==> src/rtl/cam_init_seq.sv <==
module cam_init_seq #(
  parameter int ENTRIES   = 65536,
  parameter int RST_CYC   = 32,
  parameter int CHAIN_CYC = 16,
  parameter int MAX_DEV   = 8,
  parameter int NREG      = 4,
  parameter logic [NREG*8-1:0]  REG_ADDR = {8'h07, 8'h06, 8'h05, 8'h04},
  parameter logic [NREG*72-1:0] REG_DATA = '0,
  parameter logic [NREG-1:0]    REG_EN   = '1
) (
  input  logic        clk,
  input  logic        rst_n,
  input  logic        start_i,
  input  logic [3:0]  dev_cnt_i,
  input  logic        hs_en_i,
  output logic        dev_rst_n_o,
  output logic        chain_o,
  output logic        req_stb_o,
  output logic [6:0]  cmd_o,
  output logic [71:0] req_o,
  output logic        done_o
);
  localparam int ENT_W     = $clog2(ENTRIES);
  localparam int CHAIN_MAX = CHAIN_CYC * MAX_DEV;
  localparam int CNT_MAX   = (RST_CYC > CHAIN_MAX) ? RST_CYC : CHAIN_MAX;
  localparam int CNT_W     = $clog2(CNT_MAX + 1);
  localparam int IDX_W     = $clog2(NREG + 1);
  localparam logic [IDX_W-1:0] NONE = IDX_W'(NREG);
  localparam logic [7:0] CFG_ADDR = 8'h03;
  localparam logic [6:0] CMD_WR   = 7'b0000100;

  typedef enum logic [2:0] {S_IDLE, S_RST, S_CHAIN, S_HS, S_CLR, S_REG, S_CFG, S_DONE} st_t;

  st_t              st;
  logic [CNT_W-1:0] cnt;
  logic [1:0]       ph;
  logic [ENT_W-1:0] ent;
  logic [3:0]       dev, ndev;
  logic             hs;
  logic [IDX_W-1:0] ridx;

  function automatic logic [IDX_W-1:0] next_en(input logic [IDX_W-1:0] from);
    next_en = NONE;
    for (int i = NREG - 1; i >= 0; i--)
      if (REG_EN[i] && IDX_W'(i) >= from) next_en = IDX_W'(i);
  endfunction

  logic [IDX_W-1:0] first_en, nxt_en;
  logic [3:0]       n_in;
  logic [CNT_W-1:0] chain_len;
  logic             last, wr, aph, wr_end;

  assign first_en  = next_en('0);
  assign nxt_en    = next_en(ridx + IDX_W'(1));
  assign n_in      = (dev_cnt_i == 4'd0) ? 4'd1 :
                     (int'(dev_cnt_i) > MAX_DEV) ? 4'(MAX_DEV) : dev_cnt_i;
  assign chain_len = CNT_W'(CHAIN_CYC * int'(ndev));
  assign last      = (dev == ndev - 4'd1);
  assign wr        = (st == S_HS) || (st == S_CLR) || (st == S_REG) || (st == S_CFG);
  assign aph       = wr && !ph[1];
  assign wr_end    = (ph == 2'd3);

  always_ff @(posedge clk or negedge rst_n) begin
    if (!rst_n) begin
      st <= S_IDLE; cnt <= '0; ph <= '0; ent <= '0;
      dev <= '0; ndev <= 4'd1; hs <= 1'b0; ridx <= '0;
    end else begin
      case (st)
        S_IDLE, S_DONE:
          if (start_i) begin
            st <= S_RST; cnt <= '0; ndev <= n_in; hs <= hs_en_i;
          end
        S_RST:
          if (cnt == CNT_W'(RST_CYC - 1)) begin st <= S_CHAIN; cnt <= '0; end
          else cnt <= cnt + CNT_W'(1);
        S_CHAIN:
          if (cnt == chain_len - CNT_W'(1)) begin
            cnt <= '0; ph <= '0; ent <= '0;
            if (hs) begin st <= S_HS; dev <= ndev - 4'd1; end
            else begin st <= S_CLR; dev <= '0; end
          end else cnt <= cnt + CNT_W'(1);
        default: begin
          ph <= ph + 2'd1;
          if (wr_end) begin
            if (st == S_HS) begin
              st <= S_CLR; dev <= '0; ent <= '0;
            end else if (st == S_CLR) begin
              if (ent == ENT_W'(ENTRIES - 1)) begin
                ent <= '0;
                if (last) begin
                  dev <= '0; ridx <= first_en;
                  st <= (first_en == NONE) ? S_CFG : S_REG;
                end else dev <= dev + 4'd1;
              end else ent <= ent + ENT_W'(1);
            end else if (st == S_REG) begin
              if (nxt_en == NONE) begin
                ridx <= first_en;
                if (last) begin dev <= '0; st <= S_CFG; end
                else dev <= dev + 4'd1;
              end else ridx <= nxt_en;
            end else begin
              if (last) st <= S_DONE;
              else dev <= dev + 4'd1;
            end
          end
        end
      endcase
    end
  end

  assign dev_rst_n_o = !(st == S_IDLE || st == S_RST);
  assign chain_o     = (st == S_CHAIN);
  assign done_o      = (st == S_DONE);
  assign req_stb_o   = aph;
  assign cmd_o       = aph ? CMD_WR : '0;

  always_comb begin
    req_o = '0;
    if (aph) begin
      req_o[33:26] = 8'(dev);
      if (st == S_CLR) begin
        req_o[25:24]   = 2'b01;
        req_o[23:22]   = 2'b11;
        req_o[ENT_W:1] = ent;
      end else if (st == S_REG) begin
        req_o[8:1] = REG_ADDR[int'(ridx)*8 +: 8];
      end else begin
        req_o[8:1] = CFG_ADDR;
      end
    end else if (wr) begin
      case (st)
        S_HS:  req_o[28] = 1'b1;
        S_REG: req_o = REG_DATA[int'(ridx)*72 +: 72];
        S_CFG: begin
          req_o[31:30] = 2'b11;
          req_o[29]    = last;
          req_o[28]    = last;
        end
        default: ;
      endcase
    end
  end
endmodule

==> config.mk <==
export PLATFORM = sky130hd
export DESIGN_NAME = cam_init_seq
export DESIGN_NICKNAME = d
export VERILOG_FILES = /design/src/rtl/cam_init_seq.sv
export SDC_FILE = /design/constraint.sdc
export NUM_CORES = 1
export LEC_CHECK = 0
export ABC_AREA = 0
export BUFFER_PORTS_ARGS = -buffer_cell sky130_fd_sc_hd__buf_2
export CORE_MARGIN = 2
export CORE_UTILIZATION = 50
export DETAILED_ROUTE_END_ITERATION = 10
export PLACE_DENSITY_LB_ADDON = 0.1
export SLEW_MARGIN = 40
export SYNTH_ARGS = -nofsm -noshare
export SYNTH_HDL_FRONTEND = slang
export SYNTH_SLANG_ARGS = --single-unit
==> constraint.sdc <==
create_clock -name clk -period 3.3 [get_ports clk]
set_input_delay 0.495 -clock clk [delete_from_list [all_inputs] [get_ports clk]]
set_output_delay 0.495 -clock clk [all_outputs]
set_load 0.03 [all_outputs]
==> run_summary.xml, run 1 <==
<?xml version="1.0" encoding="UTF-8"?>
<metrics>
  <group name="placed_design">
    <metric name="globalplace.congestion" unit="">0.868</metric>
    <metric name="place.port_buffers" unit="">37</metric>
    <metric name="place_inst" unit="">512</metric>
    <metric name="post-dp-hpwl" unit="mm">5.70</metric>
  </group>
  <group name="critical_path">
    <metric name="critical-path-top-delay-family" unit="">flip-flops</metric>
    <metric name="critPathMaxFanout" unit="">8</metric>
    <metric name="timing_worst_setup_path_type" unit="">reg -&gt; out</metric>
    <metric name="crit_buf_inv" unit="">2</metric>
    <metric name="timing.critical_path.from_type" unit="">register</metric>
    <metric name="timing.critical_path.slowest_stage_cell" unit="">sky130_fd_sc_hd__dfstp_2</metric>
    <metric name="cp.required" unit="ns">2.80</metric>
    <metric name="path_cells" unit="">inv_1 &gt; ha_1 &gt; xor3_4 &gt; nor3_2 &gt; nand2_1 &gt; o21a_1 &gt; o32ai_1 &gt; buf_4</metric>
    <metric name="arrival" unit="ns">2.63</metric>
    <metric name="endpoint_kind" unit="">primary output</metric>
    <metric name="max_stage_delay" unit="ns">0.62</metric>
  </group>
  <group name="floorplanning">
    <metric name="row_count" unit="">30</metric>
    <metric name="floorplan.io_pins" unit="">91</metric>
    <metric name="total_die_area" unit="um^2">7540</metric>
    <metric name="start_util" unit="">0.510</metric>
    <metric name="die_width" unit="um">86.8</metric>
    <metric name="placeableCoreArea" unit="um^2">6720</metric>
    <metric name="dieHeight" unit="um">86.8</metric>
  </group>
  <group name="synth">
    <metric name="post-synth-top-area-cell" unit="">sky130_fd_sc_hd__dfrtp_1</metric>
    <metric name="synth_top_family_by_area" unit="">simple AND/OR/NAND/NOR gates</metric>
    <metric name="synthFlopType" unit="">sky130_fd_sc_hd__dfrtp_1</metric>
    <metric name="ys_types" unit="">61</metric>
    <metric name="post_synth_instance_area" unit="um^2">3430</metric>
    <metric name="synth_xor_xnor_area_share" unit="">0.0507</metric>
    <metric name="yosys.area_share.adder" unit="">0.0292</metric>
    <metric name="yosysWarnings" unit="">0</metric>
    <metric name="synth_area_per_cell" unit="um^2">8.32</metric>
    <metric name="post_synth_mux_area_share" unit="">0.0252</metric>
    <metric name="synthSimpleGateAreaFrac" unit="">0.230</metric>
    <metric name="yosysTopAreaCellShare" unit="">0.292</metric>
    <metric name="syn_inst" unit="">412</metric>
    <metric name="sequential_element_share_of_the_synthesized_area" unit="">0.300</metric>
    <metric name="netlist_top_cells_area" unit="">sky130_fd_sc_hd__dfrtp_1, sky130_fd_sc_hd__buf_4, sky130_fd_sc_hd__o21ai_0, sky130_fd_sc_hd__xnor2_1, sky130_fd_sc_hd__nand2_1</metric>
    <metric name="ys_ff_latch" unit="">41</metric>
    <metric name="share_of_the_synthesized_area_in_compound_gates_ao_oa_aoi_oai" unit="">0.194</metric>
    <metric name="synth_enable_flop_cells" unit="">0</metric>
    <metric name="share_of_flip_flops_with_an_asynchronous_set_or_reset" unit="">1.00</metric>
  </group>
  <group name="finish">
    <metric name="post_route_cells_drive_above_1_share" unit="">0.152</metric>
    <metric name="num_antenna_cells" unit="">0</metric>
    <metric name="flow.area_growth_from_synthesis" unit="%">3.03</metric>
    <metric name="layoutNonFillerInstCount" unit="">520</metric>
    <metric name="final_nets" unit="">455</metric>
  </group>
  <group name="detailed_routing">
    <metric name="count_of_antenna_violating_nets_left_after_detailed_routing" unit="">0</metric>
    <metric name="vias" unit="">2916</metric>
    <metric name="drt_drc_violations_left" unit="">0</metric>
    <metric name="drt-total-wl" unit="mm">7.70</metric>
    <metric name="wl_per_instance" unit="um">14.8</metric>
    <metric name="first_pass_iters" unit="">4</metric>
    <metric name="via_per_inst" unit="">5.61</metric>
    <metric name="violation_count_after_the_first_detailed_route_iteration" unit="">232</metric>
  </group>
  <group name="clock_tree">
    <metric name="insertion_delay" unit="ns">0.29</metric>
    <metric name="cts_sinks" unit="">41</metric>
    <metric name="clock-root-buffer" unit="">sky130_fd_sc_hd__clkbuf_8</metric>
    <metric name="cts_made_buffers" unit="">5</metric>
    <metric name="clock_tree_from_tritoncts" unit="">built</metric>
    <metric name="path_clk_slew" unit="ns">0.08</metric>
    <metric name="postCtsHoldBufs" unit="">0</metric>
    <metric name="cts_htree_levels" unit="">2</metric>
    <metric name="max-clock-path-buffers" unit="">2</metric>
  </group>
  <group name="sta">
    <metric name="skew" unit="ns">0.00953</metric>
    <metric name="layout_worst_path_cycle_share" unit="">0.946</metric>
    <metric name="max_clock_freq" unit="GHz">0.320</metric>
    <metric name="rsz_0062_raised_after_global_routing" unit="">no</metric>
    <metric name="max_slew_margin" unit="">0.491</metric>
    <metric name="worst_pin_slew" unit="ns">0.764</metric>
    <metric name="fin_setup_tns" unit="ns">0</metric>
    <metric name="report.final.slew_viol_count" unit="">0</metric>
    <metric name="final_hold_viol_count" unit="">0</metric>
    <metric name="final.min_clock_period" unit="ns">3.12</metric>
    <metric name="setup_viol" unit="">0</metric>
  </group>
  <group name="global_route">
    <metric name="grt_first_pass_wirelength" unit="mm">12.5</metric>
    <metric name="grt_max_degree" unit="">42</metric>
    <metric name="grt_antenna_before_repair" unit="">0</metric>
    <metric name="groute.usage.overall" unit="">0.209</metric>
    <metric name="grt_pass1_vias" unit="">2582</metric>
    <metric name="grt.overflow.total" unit="">0</metric>
  </group>
  <group name="pwr">
    <metric name="power.ir.vdd_worst" unit="uV">412</metric>
    <metric name="power_per_cell_area" unit="nW/um^2">900</metric>
    <metric name="leakage" unit="nW">1.58</metric>
  </group>
  <group name="flow_run">
    <metric name="drv.max_cap_violation_count" unit="">0</metric>
  </group>
  <group name="run_status">
    <metric name="result_of_the_run" unit="">finished, final reports clean</metric>
  </group>
  <group name="min_path">
    <metric name="hold_path.class" unit="">in -&gt; async</metric>
  </group>
</metrics>
## timing repair
action | 4_1_cts | 5_1_grt
endpoints found under the setup margin | 0 | 1
gates resized for setup | 0 | 2
setup buffers | 0 | 0
## state kept, by name, summed over array words and instances, names as in the netlist
signal,cells
ridx,3
dev,4
ph,2
cnt,8
hs,1
st,3
ent,16
ndev,4
## layout by cell type, fill, tap and decap left out, drive strengths merged, types with 9 or more instances in the layout
| cell | Yosys | final |
|---|---|---|
| nor3 | 15 | 15 |
| xnor2 | 13 | 13 |
| inv | 19 | 19 |
| nand2 | 27 | 27 |
| conb | 1 | 53 |
| nand3 | 12 | 12 |
| a21oi | 14 | 14 |
| o21ai | 41 | 41 |
| nor4 | 9 | 9 |
| and2 | 12 | 12 |
| nand4 | 9 | 9 |
| buf | 62 | 42 |
| nor2 | 26 | 26 |
| dfrtp | 40 | 40 |
## final cells by class
class                           instances  area, um^2
Fill cell                             648        3190
Tap cell                               80         100
Clock inverter                          3        17.5
Sequential cell                        41        1030
Timing Repair Buffer                   42         228
Inverter                               19        71.3
Multi-Input combinational cell        330        2020
Clock buffer                            5        68.8
## synth_stat cells, types with 6 or more instances
cell type,number
sky130_fd_sc_hd__nand4_1,9
sky130_fd_sc_hd__o31ai_1,6
sky130_fd_sc_hd__ha_1,8
sky130_fd_sc_hd__clkbuf_1,12
sky130_fd_sc_hd__o41ai_1,6
sky130_fd_sc_hd__nand3_1,11
sky130_fd_sc_hd__nand2b_1,8
sky130_fd_sc_hd__nor2b_1,6
sky130_fd_sc_hd__xnor2_1,13
sky130_fd_sc_hd__o21ai_0,41
sky130_fd_sc_hd__dfrtp_1,40
sky130_fd_sc_hd__nor3_1,14
sky130_fd_sc_hd__and2_1,12
sky130_fd_sc_hd__a21oi_1,14
sky130_fd_sc_hd__nor2_1,26
sky130_fd_sc_hd__inv_1,19
sky130_fd_sc_hd__buf_4,57
sky130_fd_sc_hd__nor4_1,8
sky130_fd_sc_hd__nand2_1,27
## path summary, 6_finish.rpt
| path | from | cells after the start | end | slack (ns) |
|---|---|---|---|---|
| max in group asynchronous | rst_n | 1 | dev[2] | 2.75 |
| worst max-delay path | ndev[0] | 8 | req_o[28] | 0.18 |
| worst max register to register | ndev[0] | 7 | dev[1] | 0.55 |
| worst min-delay path | rst_n | 1 | ndev[3] | 0.16 |
| min in group clk | dev_cnt_i[3] | 2 | ndev[0] | 0.37 |
| worst min register to register | ent[1] | 2 | ent[1] | 0.53 |
## stage by stage
| step | hold slack, ns | utilization | area, um^2 | setup WS (ns) | power (mW) |
|---|---|---|---|---|---|
| final | 0.165 | 0.526 | 3530 | 0.179 | 3.18 |
| after global routing | 0.206 | 0.526 | 3530 | 0.000521 | 3.43 |
| after CTS | 0.190 | 0.525 | 3530 | 0.0425 | 3.17 |
| after detailed placement | 0.513 | 0.512 | 3440 | 0.381 | 2.83 |
| after global placement | 0.510 | 0.512 | 3440 | 0.409 | 2.82 |
| after floorplan | 0.199 | - | 3620 | 0.220 | 2.47 |
## logic make-up (layout without fill, tap and decap cells)
logic type	after synthesis	count (layout)
simple gates	144	144
compound gates	101	101
buf+inv	93	69
flops	41	41
xor+xnor	16	16
fa+ha+maj	8	8
mux	8	8
other cells	1	53
## routing by layer
layer | part of all wire | GRT usage
met2 | 0.47 | 0.337
met1 | 0.48 | 0.294
met4 | 0.0084 | 0.0526
met5 | 0 | 0
met3 | 0.041 | 0.0352
## power by group
part	internal, mW	switching, mW	total (mW)
combinational	0.752	1.24	1.99
sequential	0.623	0.249	0.872
clock	0.146	0.173	0.319
total	1.52	1.66	3.18
Note: power is estimated with default switching activity, not from simulation.
==> run 2: changes to the inputs <==
--- a/config.mk
+++ b/config.mk
@@ -11,6 +11,7 @@
 export CORE_UTILIZATION = 50
 export DETAILED_ROUTE_END_ITERATION = 10
 export PLACE_DENSITY_LB_ADDON = 0.1
+export REMOVE_ABC_BUFFERS = 1
 export SLEW_MARGIN = 40
 export SYNTH_ARGS = -nofsm -noshare
 export SYNTH_HDL_FRONTEND = slang
==> constraint.sdc (replaced) <==
create_clock -name clk -period 3.4 [get_ports clk]
set_input_delay 0.51 -clock clk [delete_from_list [all_inputs] [get_ports clk]]
set_output_delay 0.51 -clock clk [all_outputs]
set_load 0.03 [all_outputs]
==> run 2 against run 1 <==
Count of clock-buffer cells in the layout up 1; global-route usage decreased by 0.58 points; routed wire length is 1.6% lower; die area did not move; first-iteration DRC count down 30%; worst setup slack better by 0.049 ns; via count shrank 0.31%; utilization rose by 0.47 points; sequential share of layout area is 0.26 points lower; combinational power fell by 4%; critical path type unchanged; critical endpoint unchanged.
==> run_summary.xml, run 2 (synthesis gave the netlist of run 1 again) <==
<?xml version="1.0" encoding="UTF-8"?>
<metrics>
  <group name="detailed_routing">
    <metric name="wl_per_instance" unit="um">14.6</metric>
    <metric name="drt_drc_violations_left" unit="">0</metric>
    <metric name="count_of_antenna_violating_nets_left_after_detailed_routing" unit="">0</metric>
    <metric name="vias" unit="">2907</metric>
    <metric name="drt-total-wl" unit="mm">7.58</metric>
    <metric name="via_per_inst" unit="">5.59</metric>
    <metric name="first_pass_iters" unit="">5</metric>
    <metric name="violation_count_after_the_first_detailed_route_iteration" unit="">163</metric>
  </group>
  <group name="finish">
    <metric name="post_route_cells_drive_above_1_share" unit="">0.152</metric>
    <metric name="num_antenna_cells" unit="">0</metric>
    <metric name="final_nets" unit="">455</metric>
    <metric name="most_common_library_cell_in_the_layout_ignoring_fill_and_taps" unit="">sky130_fd_sc_hd__conb_1</metric>
    <metric name="layout.area.seq" unit="um^2">1030</metric>
    <metric name="most-common-layout-cells" unit="">sky130_fd_sc_hd__conb_1, sky130_fd_sc_hd__o21ai_0, sky130_fd_sc_hd__dfrtp_1</metric>
    <metric name="finalInstanceArea" unit="um^2">3560</metric>
    <metric name="number_of_flip_flops_in_the_largest_register" unit="">16</metric>
    <metric name="largest-register" unit="">ent</metric>
    <metric name="flow.area_growth_from_synthesis" unit="%">3.94</metric>
    <metric name="layout.filler_cells" unit="">643</metric>
    <metric name="footprint_of_the_multi_input_gates" unit="um^2">2020</metric>
    <metric name="largest_registers" unit="">ent: 16 flops, cnt: 8 flops</metric>
  </group>
  <group name="floorplanning">
    <metric name="floorplan.io_pins" unit="">91</metric>
    <metric name="die_width" unit="um">86.8</metric>
    <metric name="dieHeight" unit="um">86.8</metric>
    <metric name="total_die_area" unit="um^2">7540</metric>
    <metric name="placeableCoreArea" unit="um^2">6720</metric>
    <metric name="start_util" unit="">0.510</metric>
    <metric name="row_count" unit="">30</metric>
  </group>
  <group name="critical_path">
    <metric name="regToRegEndpoint" unit="">dev[1]</metric>
    <metric name="r2r.worst_path.cells" unit="">7</metric>
    <metric name="arrival" unit="ns">2.66</metric>
    <metric name="timing.critical_path.slowest_stage_cell" unit="">sky130_fd_sc_hd__dfstp_2</metric>
    <metric name="endpoint_kind" unit="">primary output</metric>
    <metric name="timing_worst_setup_path_type" unit="">reg -&gt; out</metric>
    <metric name="setup.reg_to_reg.worst_slack" unit="ns">0.67</metric>
    <metric name="path_cells" unit="">inv_1 &gt; ha_1 &gt; xor3_4 &gt; nor3_2 &gt; nand2_1 &gt; o21a_1 &gt; o32ai_1 &gt; buf_2</metric>
    <metric name="crit_buf_inv" unit="">2</metric>
    <metric name="cp.required" unit="ns">2.89</metric>
    <metric name="launch_point_of_the_worst_reg_to_reg_path" unit="">ndev[0]</metric>
    <metric name="critPathMaxFanout" unit="">8</metric>
    <metric name="timing.critical_path.from_type" unit="">register</metric>
    <metric name="worstSetupPathDepth" unit="">8</metric>
    <metric name="max_stage_delay" unit="ns">0.62</metric>
    <metric name="critical-path-top-delay-family" unit="">flip-flops</metric>
  </group>
  <group name="global_route">
    <metric name="grt_max_degree" unit="">42</metric>
    <metric name="grt.overflow.total" unit="">0</metric>
    <metric name="grt_antenna_before_repair" unit="">0</metric>
    <metric name="grt_first_pass_wirelength" unit="mm">12.2</metric>
    <metric name="grt_pass1_vias" unit="">2555</metric>
    <metric name="groute.usage.overall" unit="">0.204</metric>
  </group>
  <group name="sta">
    <metric name="worst_pin_slew" unit="ns">0.707</metric>
    <metric name="setup_viol" unit="">0</metric>
    <metric name="layout_worst_path_cycle_share" unit="">0.933</metric>
    <metric name="fin_setup_tns" unit="ns">0</metric>
    <metric name="report.final.slew_viol_count" unit="">0</metric>
    <metric name="skew" unit="ns">0.00714</metric>
    <metric name="max_clock_freq" unit="GHz">0.315</metric>
    <metric name="final.min_clock_period" unit="ns">3.17</metric>
    <metric name="worst_hold_margin" unit="ns">0.185</metric>
    <metric name="rsz_0062_raised_after_global_routing" unit="">no</metric>
    <metric name="final_hold_viol_count" unit="">0</metric>
    <metric name="max_slew_margin" unit="">0.524</metric>
    <metric name="worst_slack" unit="ns">0.228</metric>
  </group>
  <group name="clock_tree">
    <metric name="cts_htree_levels" unit="">2</metric>
    <metric name="cts_sinks" unit="">41</metric>
    <metric name="postCtsHoldBufs" unit="">0</metric>
    <metric name="clock-root-buffer" unit="">sky130_fd_sc_hd__clkbuf_8</metric>
    <metric name="max-clock-path-buffers" unit="">2</metric>
    <metric name="cts_made_buffers" unit="">5</metric>
    <metric name="insertion_delay" unit="ns">0.30</metric>
    <metric name="clock_tree_from_tritoncts" unit="">built</metric>
    <metric name="path_clk_slew" unit="ns">0.08</metric>
  </group>
  <group name="placed_design">
    <metric name="post-place-ws" unit="ns">0.485</metric>
    <metric name="place.port_buffers" unit="">37</metric>
    <metric name="post-dp-hpwl" unit="mm">5.59</metric>
    <metric name="globalplace.congestion" unit="">0.862</metric>
    <metric name="detailed_place.area" unit="um^2">3440</metric>
  </group>
  <group name="min_path">
    <metric name="hold_path.class" unit="">in -&gt; async</metric>
  </group>
  <group name="pwr">
    <metric name="leakage" unit="nW">1.60</metric>
    <metric name="power.ir.vdd_worst" unit="uV">518</metric>
    <metric name="power_per_cell_area" unit="nW/um^2">893</metric>
  </group>
  <group name="run_status">
    <metric name="result_of_the_run" unit="">finished, final reports clean</metric>
  </group>
  <group name="flow_run">
    <metric name="drv.max_cap_violation_count" unit="">0</metric>
  </group>
</metrics>
[run 2: area by class of cell]
class	instances	area share
timing repair buffer	42	0.0632
inverter	19	0.0200
sequential	41	0.288
multi-input combinational	330	0.567
tap	80	0.0281
clock buffer	6	0.0232
clock inverter	2	0.0105
[run 2: how the worst max path moves through the flow]
stage                     startpoint   endpoint
after global routing         ndev[0]  req_o[28]
after floorplan                st[2]  req_o[10]
final                        ndev[0]  req_o[28]
after CTS                    ndev[0]  req_o[28]
after global placement       ndev[0]  req_o[28]
after detailed placement     ndev[0]  req_o[28]
[run 2: metal layers]
| layer | up-vias | wire, um | share of wire | GRT usage |
|---|---|---|---|---|
| met5 | - | 0 | 0 | 0 |
| li1 | 1429 | - | - | - |
| met3 | 14 | 329 | 0.043 | 0.0267 |
| met1 | 1386 | 3590 | 0.47 | 0.286 |
| met2 | 78 | 3530 | 0.47 | 0.316 |
| met4 | 0 | 129 | 0.017 | 0.0810 |
[run 2: report_power, final]
group	total (mW)	switching, mW	internal (mW)
logic	1.92	1.20	0.724
registers	0.835	0.230	0.605
clock network	0.424	0.185	0.239
total	3.18	1.61	1.57
[run 2: stage by stage]
step | total power [mW] | utilization | cells
after floorplan | 2.26 | - | 390
after global placement | 2.72 | 0.512 | 512
after detailed placement | 2.74 | 0.512 | 512
after CTS | 3.17 | 0.530 | 520
after global routing | 3.43 | 0.531 | 520
final | 3.18 | 0.531 | 520
[run 2: what timing repair did]
action                                  CTS  global route
endpoints found under the setup margin    0             1
gates resized for setup                   0             1
buffers inserted                          0             0
==> run 3: changes to the inputs <==
--- a/config.mk
+++ b/config.mk
@@ -8,7 +8,7 @@
 export ABC_AREA = 0
 export BUFFER_PORTS_ARGS = -buffer_cell sky130_fd_sc_hd__buf_2
 export CORE_MARGIN = 2
-export CORE_UTILIZATION = 50
+export CORE_UTILIZATION = 49
 export DETAILED_ROUTE_END_ITERATION = 10
 export PLACE_DENSITY_LB_ADDON = 0.1
 export REMOVE_ABC_BUFFERS = 1
==> constraint.sdc (replaced) <==
create_clock -name clk -period 2.75 [get_ports clk]
set_input_delay 0.4125 -clock clk [delete_from_list [all_inputs] [get_ports clk]]
set_output_delay 0.4125 -clock clk [all_outputs]
set_load 0.03 [all_outputs]
==> run 3 against run 2 <==
Non-clock buffer count grew 7; clock power grew 21%; worst setup slack lost 0.048 ns; largest power group unchanged; highest routed layer unchanged.
==> run_summary.xml, run 3 (synthesis gave the netlist of run 1 again) <==
<?xml version="1.0" encoding="UTF-8"?>
<metrics>
  <group name="finish">
    <metric name="footprint_of_the_multi_input_gates" unit="um^2">2050</metric>
    <metric name="layout.core_utilization" unit="">0.539</metric>
    <metric name="number_of_flip_flops_in_the_largest_register" unit="">16</metric>
    <metric name="layout.filler_cells" unit="">651</metric>
    <metric name="post_route_cells_drive_above_1_share" unit="">0.170</metric>
    <metric name="most_common_library_cell_in_the_layout_ignoring_fill_and_taps" unit="">sky130_fd_sc_hd__conb_1</metric>
    <metric name="layoutNonFillerInstCount" unit="">543</metric>
    <metric name="layout.area.seq" unit="um^2">1030</metric>
    <metric name="flow.area_growth_from_synthesis" unit="%">6.86</metric>
    <metric name="final_nets" unit="">462</metric>
    <metric name="finalInstanceArea" unit="um^2">3660</metric>
    <metric name="most-common-layout-cells" unit="">sky130_fd_sc_hd__conb_1, sky130_fd_sc_hd__o21ai_0, sky130_fd_sc_hd__dfrtp_1</metric>
    <metric name="num_antenna_cells" unit="">0</metric>
    <metric name="largest-register" unit="">ent</metric>
    <metric name="largest_registers" unit="">ent: 16 flops, cnt: 8 flops</metric>
  </group>
  <group name="sta">
    <metric name="report.final.slew_viol_count" unit="">0</metric>
    <metric name="max_clock_freq" unit="GHz">0.389</metric>
    <metric name="layout_worst_path_cycle_share" unit="">0.934</metric>
    <metric name="fin_setup_tns" unit="ns">0</metric>
    <metric name="max_slew_margin" unit="">0.556</metric>
    <metric name="final.min_clock_period" unit="ns">2.57</metric>
    <metric name="rsz_0062_raised_after_global_routing" unit="">no</metric>
    <metric name="worst_slack" unit="ns">0.180</metric>
    <metric name="skew" unit="ns">0.0122</metric>
    <metric name="worst_hold_margin" unit="ns">0.0909</metric>
    <metric name="final_hold_viol_count" unit="">0</metric>
    <metric name="setup_viol" unit="">0</metric>
    <metric name="worst_pin_slew" unit="ns">0.661</metric>
  </group>
  <group name="global_route">
    <metric name="grt_max_degree" unit="">42</metric>
    <metric name="grt.overflow.total" unit="">0</metric>
    <metric name="met2_usage" unit="">0.331</metric>
    <metric name="grt_antenna_before_repair" unit="">0</metric>
    <metric name="groute.usage.overall" unit="">0.203</metric>
    <metric name="global_route.peak_usage_layer" unit="">met2</metric>
    <metric name="grt_pass1_vias" unit="">2544</metric>
    <metric name="grt_first_pass_wirelength" unit="mm">12.4</metric>
    <metric name="grtUsageMet3" unit="">0.0283</metric>
    <metric name="global_route.usage.met1" unit="">0.292</metric>
  </group>
  <group name="placed_design">
    <metric name="post-dp-hpwl" unit="mm">5.74</metric>
    <metric name="detailed_place.area" unit="um^2">3510</metric>
    <metric name="place.port_buffers" unit="">37</metric>
    <metric name="post-place-ws" unit="ns">0.149</metric>
    <metric name="globalplace.congestion" unit="">0.862</metric>
    <metric name="place_inst" unit="">535</metric>
  </group>
  <group name="clock_tree">
    <metric name="clock_tree_from_tritoncts" unit="">built</metric>
    <metric name="insertion_delay" unit="ns">0.30</metric>
    <metric name="clock-root-buffer" unit="">sky130_fd_sc_hd__clkbuf_8</metric>
    <metric name="cts_made_buffers" unit="">5</metric>
    <metric name="cts_sinks" unit="">41</metric>
    <metric name="max-clock-path-buffers" unit="">2</metric>
    <metric name="path_clk_slew" unit="ns">0.08</metric>
    <metric name="cts_htree_levels" unit="">2</metric>
  </group>
  <group name="pwr">
    <metric name="power_per_cell_area" unit="nW/um^2">1110</metric>
    <metric name="power.ir.vdd_worst" unit="uV">496</metric>
    <metric name="leakage" unit="nW">1.64</metric>
    <metric name="p_total" unit="mW">4.08</metric>
  </group>
  <group name="critical_path">
    <metric name="timing.critical_path.slowest_stage_cell" unit="">sky130_fd_sc_hd__dfstp_2</metric>
    <metric name="launch_point_of_the_worst_reg_to_reg_path" unit="">ndev[0]</metric>
    <metric name="max_stage_delay" unit="ns">0.54</metric>
    <metric name="r2r.worst_path.cells" unit="">7</metric>
    <metric name="timing.critical_path.from_type" unit="">register</metric>
    <metric name="cp.required" unit="ns">2.34</metric>
    <metric name="timing_worst_setup_path_type" unit="">reg -&gt; out</metric>
    <metric name="setup.reg_to_reg.worst_slack" unit="ns">0.20</metric>
    <metric name="path_cells" unit="">inv_1 &gt; ha_4 &gt; xor3_4 &gt; nor3_4 &gt; nand2_2 &gt; o21a_1 &gt; o32ai_1 &gt; buf_4</metric>
    <metric name="critPathMaxFanout" unit="">3</metric>
    <metric name="arrival" unit="ns">2.16</metric>
    <metric name="endpoint_kind" unit="">primary output</metric>
    <metric name="regToRegEndpoint" unit="">dev[1]</metric>
  </group>
  <group name="floorplanning">
    <metric name="die_width" unit="um">87.7</metric>
    <metric name="placeableCoreArea" unit="um^2">6790</metric>
    <metric name="floorplan.io_pins" unit="">91</metric>
    <metric name="dieHeight" unit="um">87.7</metric>
    <metric name="start_util" unit="">0.505</metric>
    <metric name="row_count" unit="">30</metric>
    <metric name="total_die_area" unit="um^2">7680</metric>
  </group>
  <group name="detailed_routing">
    <metric name="vias" unit="">2912</metric>
    <metric name="first_pass_iters" unit="">4</metric>
    <metric name="count_of_antenna_violating_nets_left_after_detailed_routing" unit="">0</metric>
    <metric name="wl_per_instance" unit="um">13.9</metric>
    <metric name="drt_drc_violations_left" unit="">0</metric>
    <metric name="drt-total-wl" unit="mm">7.56</metric>
    <metric name="violation_count_after_the_first_detailed_route_iteration" unit="">239</metric>
    <metric name="via_per_inst" unit="">5.36</metric>
  </group>
  <group name="flow_run">
    <metric name="drv.max_cap_violation_count" unit="">0</metric>
  </group>
  <group name="run_status">
    <metric name="result_of_the_run" unit="">finished, final reports clean</metric>
  </group>
  <group name="min_path">
    <metric name="hold_path.class" unit="">in -&gt; async</metric>
  </group>
</metrics>
run 3: layout make-up:
class,count,area share
Inverter,19,0.0195
Clock inverter,1,0.00819
Timing Repair Buffer,49,0.0765
Clock buffer,7,0.0236
Multi-Input combinational cell,330,0.559
Sequential cell,41,0.280
Tap cell,96,0.0328
run 3: layer usage:
metal	vias to the layer above	wire (um)
li1	1441	-
met1	1365	3530
met2	102	3570
met3	4	418
met4	0	46
met5	-	0
run 3: what timing repair did:
item                                    4_1_cts  5_1_grt
resized for setup                             3        3
endpoints found under the setup margin        2        2
pin swaps                                     1        1
buffers inserted                              0        0
hold buffers                                  0        0
run 3: critical path: cells and delay by family (launching register included):
kind,cells,cell delay [ns]
compound gates,2,0.30
fa+ha+maj,1,0.17
xor+xnor,1,0.34
simple gates,2,0.25
flops,1,0.54
buf+inv,2,0.26
run 3: worst max-delay path by stage:
stage | to | slack, ns | from | depth (start not counted)
5_1_grt | dev[1] | 0.06 | ndev[0] | 7
3_3_place_gp | req_o[28] | 0.17 | ndev[0] | 8
3_5_place_dp | dev[1] | 0.15 | ndev[0] | 7
4_1_cts | req_o[28] | 0.02 | ndev[0] | 8
2_1_floorplan | req_o[10] | -1.18 | st[2] | 3
6_report | req_o[28] | 0.18 | ndev[0] | 8
run 3: report_power, final:
part	internal (mW)	switching (mW)
combinational	1.00	1.60
sequential	0.748	0.215
clock	0.296	0.215
total	2.05	2.03
